### src/rtl/ic_pkg.sv
// Package: shared constants and types for the interrupt hub.
// Assumes the register bus is as wide as the source count (one bit per source).
package ic_pkg;
    localparam int ADDR_W  = 8;
    localparam int NUM_CTL = 7;

    // Indices of the set/clear control words; offset = 0x40 + 8*index
    localparam int W_CFG0 = 0;
    localparam int W_CFG1 = 1;
    localparam int W_CFG2 = 2;
    localparam int W_SRC  = 3;
    localparam int W_ASGN = 4;
    localparam int W_WAKE = 5;
    localparam int W_MASK = 6;

    localparam logic [ADDR_W-1:0] OFS_BASE  = 8'h40;
    localparam logic [ADDR_W-1:0] OFS_PEND0 = 8'h54;
    localparam logic [ADDR_W-1:0] OFS_PEND1 = 8'h5C;
    localparam logic [ADDR_W-1:0] OFS_RISE  = 8'h78;
    localparam logic [ADDR_W-1:0] OFS_FALL  = 8'h7C;
    localparam logic [ADDR_W-1:0] OFS_TEST  = 8'h80;

    typedef enum logic [2:0] {
        TRIG_OFF  = 3'b000,
        TRIG_RISE = 3'b001,
        TRIG_FALL = 3'b010,
        TRIG_BOTH = 3'b011,
        TRIG_HIGH = 3'b101,
        TRIG_LOW  = 3'b110
    } trig_e;

    // Set address of control word idx
    function automatic logic [ADDR_W-1:0] set_ofs(input int unsigned idx);
        return OFS_BASE + ADDR_W'(idx * 8);
    endfunction

    // Clear address of control word idx
    function automatic logic [ADDR_W-1:0] clr_ofs(input int unsigned idx);
        return OFS_BASE + ADDR_W'(idx * 8 + 4);
    endfunction
endpackage

### src/rtl/ic_regs.sv
// Module: control register file of the interrupt hub.
// Holds the seven set/clear words and the test register, and emits one-cycle
// clear pulses for the edge latches. Assumes one write per cycle on the bus.
module ic_regs
    import ic_pkg::*;
#(
    parameter int N_SRC = 32
) (
    input  logic                          clk,
    input  logic                          rst_n,
    input  logic                          bus_wr,
    input  logic [ADDR_W-1:0]             bus_addr,
    input  logic [N_SRC-1:0]              bus_wdata,
    output logic [NUM_CTL-1:0][N_SRC-1:0] ctl_o,
    output logic [N_SRC-1:0]              test_o,
    output logic [N_SRC-1:0]              rise_clr_o,
    output logic [N_SRC-1:0]              fall_clr_o
);
    logic [NUM_CTL-1:0][N_SRC-1:0] ctl_q;
    logic [N_SRC-1:0]              test_q;

    for (genvar g = 0; g < NUM_CTL; g++) begin : g_word
        // Update one control word: OR in set writes, AND out clear writes
        always_ff @(posedge clk) begin
            if (!rst_n) begin
                ctl_q[g] <= '0;
            end else if (bus_wr && bus_addr == set_ofs(g)) begin
                ctl_q[g] <= ctl_q[g] | bus_wdata;
            end else if (bus_wr && bus_addr == clr_ofs(g)) begin
                ctl_q[g] <= ctl_q[g] & ~bus_wdata;
            end
        end

        assert_set_R2: assert property (@(posedge clk) disable iff (!rst_n)
            (bus_wr && bus_addr == set_ofs(g)) |=>
                ((ctl_q[g] & $past(bus_wdata)) == $past(bus_wdata)) &&
                ((ctl_q[g] & ~$past(bus_wdata)) == ($past(ctl_q[g]) & ~$past(bus_wdata))));

        assert_clr_R2: assert property (@(posedge clk) disable iff (!rst_n)
            (bus_wr && bus_addr == clr_ofs(g)) |=>
                ((ctl_q[g] & $past(bus_wdata)) == '0) &&
                ((ctl_q[g] & ~$past(bus_wdata)) == ($past(ctl_q[g]) & ~$past(bus_wdata))));
    end

    // Load the test register with a plain write
    always_ff @(posedge clk) begin
        if (!rst_n) begin
            test_q <= '0;
        end else if (bus_wr && bus_addr == OFS_TEST) begin
            test_q <= bus_wdata;
        end
    end

    // Turn writes at the latch addresses into clear pulses
    always_comb begin
        rise_clr_o = (bus_wr && bus_addr == OFS_RISE) ? bus_wdata : '0;
        fall_clr_o = (bus_wr && bus_addr == OFS_FALL) ? bus_wdata : '0;
    end

    assign ctl_o  = ctl_q;
    assign test_o = test_q;
endmodule

### src/rtl/ic_trig_cell.sv
// Module: trigger logic for one source.
// Synchronises the input, detects edges, holds the rising and falling latches
// and decodes level activity from the 3-bit trigger code.
// Assumes SYNC_STAGES >= 2 and an input that may change at any time.
module ic_trig_cell
    import ic_pkg::*;
#(
    parameter int SYNC_STAGES = 2
) (
    input  logic       clk,
    input  logic       rst_n,
    input  logic       in_i,
    input  logic [2:0] code_i,
    input  logic       rise_clr_i,
    input  logic       fall_clr_i,
    output logic       rise_lat_o,
    output logic       fall_lat_o,
    output logic       level_o
);
    logic [SYNC_STAGES-1:0] sync_q;
    logic                   prev_q;
    logic                   s;
    logic                   rise_ev, fall_ev, rise_en, fall_en;

    assign s = sync_q[SYNC_STAGES-1];

    // Shift the input through the synchroniser and keep the last sample
    always_ff @(posedge clk) begin
        if (!rst_n) begin
            sync_q <= '0;
            prev_q <= 1'b0;
        end else begin
            sync_q <= {sync_q[SYNC_STAGES-2:0], in_i};
            prev_q <= s;
        end
    end

    // Decode edge events and which edges the code enables
    always_comb begin
        rise_ev = s & ~prev_q;
        fall_ev = ~s & prev_q;
        rise_en = (code_i == TRIG_RISE) || (code_i == TRIG_BOTH);
        fall_en = (code_i == TRIG_FALL) || (code_i == TRIG_BOTH);
        level_o = ((code_i == TRIG_HIGH) && s) || ((code_i == TRIG_LOW) && !s);
    end

    // Edge latches: a new edge wins over a clear in the same cycle
    always_ff @(posedge clk) begin
        if (!rst_n) begin
            rise_lat_o <= 1'b0;
            fall_lat_o <= 1'b0;
        end else begin
            if (rise_ev && rise_en)   rise_lat_o <= 1'b1;
            else if (rise_clr_i)      rise_lat_o <= 1'b0;
            if (fall_ev && fall_en)   fall_lat_o <= 1'b1;
            else if (fall_clr_i)      fall_lat_o <= 1'b0;
        end
    end

    assert_rise_hold_R5: assert property (@(posedge clk) disable iff (!rst_n)
        (rise_lat_o && !rise_clr_i) |=> rise_lat_o);

    assert_fall_hold_R5: assert property (@(posedge clk) disable iff (!rst_n)
        (fall_lat_o && !fall_clr_i) |=> fall_lat_o);

    assert_off_quiet_R1: assert property (@(posedge clk) disable iff (!rst_n)
        (code_i == TRIG_OFF && !rise_lat_o && !fall_lat_o) |=> (!rise_lat_o && !fall_lat_o));
endmodule

### src/rtl/ic_hub.sv
// Module: top of the 32-source interrupt hub.
// Combines the register file with one trigger cell per source, forms the two
// pending words, the request lines and the wake line, and serves bus reads.
// Assumes reads are combinational and have no side effects.
module ic_hub
    import ic_pkg::*;
#(
    parameter int N_SRC       = 32,
    parameter int SYNC_STAGES = 2
) (
    input  logic              clk,
    input  logic              rst_n,
    input  logic              bus_wr,
    input  logic [7:0]        bus_addr,
    input  logic [31:0]       bus_wdata,
    output logic [31:0]       bus_rdata,
    input  logic [31:0]       irq_pins,
    output logic              req0_o,
    output logic              req1_o,
    output logic              wake_o
);
    logic [NUM_CTL-1:0][N_SRC-1:0] ctl;
    logic [N_SRC-1:0] test_w, rise_clr, fall_clr;
    logic [N_SRC-1:0] rise_lat, fall_lat, level_act, active, cell_in;
    logic [N_SRC-1:0] pend0, pend1;

    ic_regs #(.N_SRC(N_SRC)) u_regs (
        .clk        (clk),
        .rst_n      (rst_n),
        .bus_wr     (bus_wr),
        .bus_addr   (bus_addr),
        .bus_wdata  (bus_wdata),
        .ctl_o      (ctl),
        .test_o     (test_w),
        .rise_clr_o (rise_clr),
        .fall_clr_o (fall_clr)
    );

    for (genvar n = 0; n < N_SRC; n++) begin : g_src
        assign cell_in[n] = ctl[W_SRC][n] ? irq_pins[n] : test_w[n];

        ic_trig_cell #(.SYNC_STAGES(SYNC_STAGES)) u_cell (
            .clk        (clk),
            .rst_n      (rst_n),
            .in_i       (cell_in[n]),
            .code_i     ({ctl[W_CFG2][n], ctl[W_CFG1][n], ctl[W_CFG0][n]}),
            .rise_clr_i (rise_clr[n]),
            .fall_clr_i (fall_clr[n]),
            .rise_lat_o (rise_lat[n]),
            .fall_lat_o (fall_lat[n]),
            .level_o    (level_act[n])
        );
    end

    // Form activity, pending words and the three outputs
    always_comb begin
        active = rise_lat | fall_lat | level_act;
        pend0  = active & ctl[W_MASK] & ctl[W_ASGN];
        pend1  = active & ctl[W_MASK] & ~ctl[W_ASGN];
        req0_o = |pend0;
        req1_o = |pend1;
        wake_o = |(active & ctl[W_WAKE]);
    end

    // Select read data by offset
    always_comb begin
        bus_rdata = '0;
        for (int i = 0; i < NUM_CTL; i++) begin
            if (bus_addr == set_ofs(i)) bus_rdata = ctl[i];
        end
        case (bus_addr)
            OFS_PEND0: bus_rdata = pend0;
            OFS_PEND1: bus_rdata = pend1;
            OFS_RISE:  bus_rdata = rise_lat;
            OFS_FALL:  bus_rdata = fall_lat;
            OFS_TEST:  bus_rdata = test_w;
            default:   ;
        endcase
    end

    assert_masked_quiet_R7: assert property (@(posedge clk) disable iff (!rst_n)
        (ctl[W_MASK] == '0) |-> (!req0_o && !req1_o));

    assert_wake_gate_R8: assert property (@(posedge clk) disable iff (!rst_n)
        (ctl[W_WAKE] == '0) |-> !wake_o);
endmodule

### config.mk
export PLATFORM = sky130hd
export DESIGN_NAME = ic_hub
export DESIGN_NICKNAME = d
export VERILOG_FILES = /design/src/rtl/ic_pkg.sv /design/src/rtl/ic_regs.sv /design/src/rtl/ic_trig_cell.sv /design/src/rtl/ic_hub.sv
export SDC_FILE = /design/constraint.sdc
export NUM_CORES = 1
export LEC_CHECK = 0
export BUFFER_PORTS_ARGS = -buffer_cell sky130_fd_sc_hd__buf_2
export CORE_ASPECT_RATIO = 0.75
export CORE_MARGIN = 2
export CORE_UTILIZATION = 50
export DETAILED_ROUTE_END_ITERATION = 7
export MAX_ROUTING_LAYER = met4
export PLACE_DENSITY = 0.76
export SYNTH_ARGS = -nofsm -noshare
export SYNTH_HDL_FRONTEND = slang
export SYNTH_SLANG_ARGS = --single-unit
### constraint.sdc
create_clock -name clk -period 8.9 [get_ports clk]
set_input_delay 2.67 -clock clk [delete_from_list [all_inputs] [get_ports clk]]
set_output_delay 2.67 -clock clk [all_outputs]
set_load 0.005 [all_outputs]
==> tab_implementation.tex <==
\begin{tabular}{lr}
\hline
Metric & Value \\
\hline
\multicolumn{2}{l}{\textbf{Min path}} \\
\quad Class of the most critical hold timing path & reg2reg \\
\multicolumn{2}{l}{\textbf{Worst setup path}} \\
\quad Cell with the largest stage delay on the worst path & buf\_4 \\
\quad Most prevalent standard cell on the critical path & buf\_4 \\
\quad Kind of capture point of the worst setup path & output port \\
\quad Crit path max fanout & 57 \\
\quad Worst Path Class, Setup & in2out \\
\quad Critical path cell sequence & buf\_4 -> buf\_4 -> nor4b\_2 -> buf\_4 -> a22oi\_1 -> nor2\_1 -> a221oi\_1 -> o211ai\_1 -> buf\_2 \\
\quad Element type at the critical path start & primary input \\
\quad Required time of the worst setup path & 6.23 ns \\
\quad Critical path data arrival time & 5.43 ns \\
\quad Max incr delay on CP & 0.73 ns \\
\multicolumn{2}{l}{\textbf{Synthesis}} \\
\quad Ranking of synthesized cells by instance count & 416 x dfxtp\_1, 393 x nand2\_1, 335 x nor2b\_1 \\
\quad Synth Register Bits & 416 \\
\quad Proportion of register bits with asynchronous set or reset after synthesis & 0\% \\
\quad Ranking of synthesized cells by area & dfxtp\_1 40\%, nor2b\_1 10\%, a22oi\_1 10\% \\
\quad Syn\_nets & around 2600 \\
\quad Distinct cell type count of the synthesized netlist & 54 \\
\quad Share of Yosys cell area claimed by the top area cell type & 39.76\% \\
\quad Cell taking the most area after synthesis & dfxtp\_1 \\
\quad Predominant post-synthesis flop cell & dfxtp\_1 \\
\quad Area of the mapped netlist & 20940 um2 \\
\quad Most frequently used cell type in the post-synthesis netlist & dfxtp\_1 \\
\quad Mapped Cells & roughly 2500 \\
\quad Part of the Yosys area used for sequential elements & 39.76\% \\
\quad Yosys synthesis warning count & 0 \\
\quad Mapped Avg Cell Area & 8.275 um2 \\
\quad Count of flip-flops with a built-in enable after synthesis & 0 \\
\multicolumn{2}{l}{\textbf{Clock network}} \\
\quad Clock tree root buffer cell & clkbuf\_16 \\
\quad Number of buffers created by CTS & 42 \\
\quad Clock transition at path regs & around 0.06 ns \\
\quad Sinks on the clock net & around 420 \\
\quad \# Post-CTS Setup Buffers & 0 \\
\quad Max H-tree Level & 2 \\
\quad Clk Latency, worst-skew pair & 0.56 ns \\
\quad Number of buffers between clock root and the deepest sink & 3 \\
\quad Number of buffers inserted for hold repair after clock tree synthesis & 0 \\
\quad Resize count post-CTS & 0 \\
\quad TritonCTS clock tree & built \\
\multicolumn{2}{l}{\textbf{Detailed routing}} \\
\quad Via/cell ratio & 6.617 \\
\quad Count of unresolved DRC violations after routing & 0 \\
\quad Highest metal layer with signal wires & met4 \\
\quad DR WL met2 & $\sim$30 mm \\
\quad Count of vias placed by the detailed router & $\sim$20000 \\
\quad Remaining number of nets flagged by the antenna check after routing & 0 \\
\quad Number of iterations in the first detailed-routing pass & 6 \\
\quad Final wirelength & 74.19 mm \\
\quad Detailed route wirelength on metal3 & 9.608 mm \\
\quad Post-Route M1 WL & 31.06 mm \\
\quad DRC violation total after the first TritonRoute iteration & between 3000 and 4000 \\
\quad Average wire per cell in the routed design & roughly 24 um \\
\multicolumn{2}{l}{\textbf{Power}} \\
\quad Share of total power in the clock network & 48.7\% \\
\quad P\_leak & 7.256 nW \\
\quad P per Cell Area & about 170 nW/um2 \\
\quad Combinational fraction of design power & 5.0\% \\
\quad Cell-internal power & approximately 0.0031 W \\
\quad Switching power & $\sim$0.00092 W \\
\quad Worst vdd ir & 162.1 uV \\
\quad Switching Fraction & between 20\% and 30\% \\
\quad Sequential power share & 46.3\% \\
\quad Total power consumption of the routed design & $\sim$0.004 W \\
\multicolumn{2}{l}{\textbf{Floorplanning}} \\
\quad Area of the core & 41080 um2 \\
\quad Number of rows in the core area & 64 \\
\quad Die Span X & 240.3 um \\
\quad Vertical die dimension & 181.2 um \\
\quad Die Area & between 40000 and 50000 um2 \\
\quad Starting utilization of the core area & 50.98\% \\
\quad I/O pin count & 110 \\
\multicolumn{2}{l}{\textbf{STA}} \\
\quad Final critical delay including setup and external delays & 8.101 ns \\
\quad Actual transition at the worst max-transition pin & 1.316 ns \\
\quad Pins Over Slew Limit & 0 \\
\quad Setup Viol. Count Final & 0 \\
\quad Final clock period utilization by the worst path & 91.02\% \\
\quad Setup repair after global routing missed its margin & no \\
\quad Max Fclk & 0.1234 GHz \\
\quad Final Hold Viols & 0 \\
\quad Maximum clock skew at final layout & 0.008552 ns \\
\quad Setup TNS after final layout & 0 ns \\
\quad Worst rel slew slack & 11.19\% \\
\multicolumn{2}{l}{\textbf{Placement}} \\
\quad Placed wire-length estimate after detailed placement & 47.96 mm \\
\quad Placer's final routability congestion estimate & between 1 and 1.5 \\
\quad Post-Place Cells & roughly 3000 \\
\quad Input/output buffers & 109 \\
\multicolumn{2}{l}{\textbf{Finish}} \\
\quad Count of placed standard cells in the final layout, fillers left out & 3099 \\
\quad Utilization after layout & 57.10\% \\
\quad P\&R area growth vs syn & 11.99\% \\
\quad Count of filler cells inserted in the layout & 3619 \\
\quad Net count, final & 2577 \\
\quad Layout cell share with drive strength beyond 1 & 10.73\% \\
\multicolumn{2}{l}{\textbf{Global route}} \\
\quad Global-route wire length before repair & around 110 mm \\
\quad Vias in the first global route & 18800 \\
\quad Number of antenna violations at the first check in global routing & 2 \\
\quad Largest net degree at the start of global routing & between 200 and 250 \\
\quad GRT Residual Overflow & 0 \\
\quad Total global-route track usage & 34.32\% \\
\multicolumn{2}{l}{\textbf{Run status}} \\
\quad Result of the run & complete, no violations \\
\multicolumn{2}{l}{\textbf{Run}} \\
\quad Count of max-cap constraint violations & 0 \\
\hline
\end{tabular}
worst max-delay path, delay by kind of cell:
kind                   cells  cell delay (ns)
buffers and inverters      4             1.77
AND/OR/NAND/NOR            2             0.51
AO/OA/AOI/OAI              3             0.43
final cells by class:
class / instances / area (um2) / share of cell area [%]
tap: 561 / 701.9 / 2.993
antenna: 3 / 7.507 / 0.03201
timing repair buffer: 167 / 1042 / 4.444
sequential: 416 / 8328 / 35.51
inverter: 27 / 101.3 / 0.4321
clock buffer: 61 / 1242 / 5.297
clock inverter: 16 / 280.3 / 1.195
multi-input combinational: 1848 / 11750 / 50.10
cell families (layout without fill, tap and decap cells):
kind of cell              count (synthesis)  after routing  share of synthesized area (%)
and+or+nand+nor                        1132           1132                          29.71
AOI/OAI and AO/OA                       643            643                          22.39
DFF                                     416            416                          39.76
buffers and inverters                   267            271                          4.785
muxes                                    41             41                          2.013
xor gates and xnor gates                 32             32                          1.338
other                                     0              3                              0
worst paths after layout:
| path | cells past startpoint | startpoint | slack [ns] | endpoint |
|---|---|---|---|---|
| setup / recovery | 9 | bus_addr[3] | 0.80 | bus_rdata[19] |
| hold / removal | 1 | g_src[4].u_cell.sync_q[0] | 0.43 | g_src[4].u_cell.sync_q[1] |
| hold reg to reg | 1 | g_src[4].u_cell.sync_q[0] | 0.43 | g_src[4].u_cell.sync_q[1] |
| setup reg to reg | 3 | flip-flop | 7.84 | g_src[31].u_cell.fall_lat_o |
routing by layer:
layer,vias up,global-route usage [%]
met2,1366,46.57
met3,236,8.083
li1,9099,-
met4,0,15.28
met5,-,-
met1,9806,47.95
cell usage in the layout, fill, tap and decap left out, drive strengths merged, types with 3 or more instances in the layout:
master   Yosys  final
nor4bb      60     60
inv         27     29
or4b         3      3
clkinv       0      6
a22o         3      3
o2111ai     33     33
and2        75     75
bufinv       0      7
a21o         9      9
nand2      393    393
dfxtp      416    416
a21oi       85     85
or4         15     15
and3        11     11
nand4b      23     23
o211ai      15     15
a221oi      59     59
xor2        30     30
mux2         9      9
nor2        84     84
clkbuf     231     62
a32oi       40     40
a22oi      279    279
and4b       12     12
o311ai      14     14
a31oi       10     10
buf          9    166
nor3        22     22
nand4       33     33
diode        0      3
mux2i       32     32
nand3       46     46
o21ai       48     48
a311oi       4      4
a32o         4      4
nand4bb      8      8
nor2b      335    335
a21boi      32     32
stage by stage:
step / cell area, um2 / worst slack (ns) / hold slack (ns)
2_1_floorplan: 20940 / 1.973 / 0.4119
3_3_place_gp: 21920 / 1.061 / 0.4141
3_5_place_dp: 21920 / 0.9571 / 0.4188
4_1_cts: 23450 / 0.9445 / 0.4322
5_1_grt: 23450 / 0.7200 / 0.4453
6_report: 23460 / 0.7989 / 0.4318
power groups by stage:
stage / registers [W] / clock network [W] / logic [W]
floorplan: 0.00191 / 0 / 0.000125
global placement: 0.00191 / 0 / 0.000188
detailed placement: 0.00191 / 0 / 0.000191
CTS: 0.00186 / 0.00197 / 0.000192
global route: 0.00186 / 0.00205 / 0.000209
finish: 0.00187 / 0.00196 / 0.000200
Power figures use the tool's default switching activity.
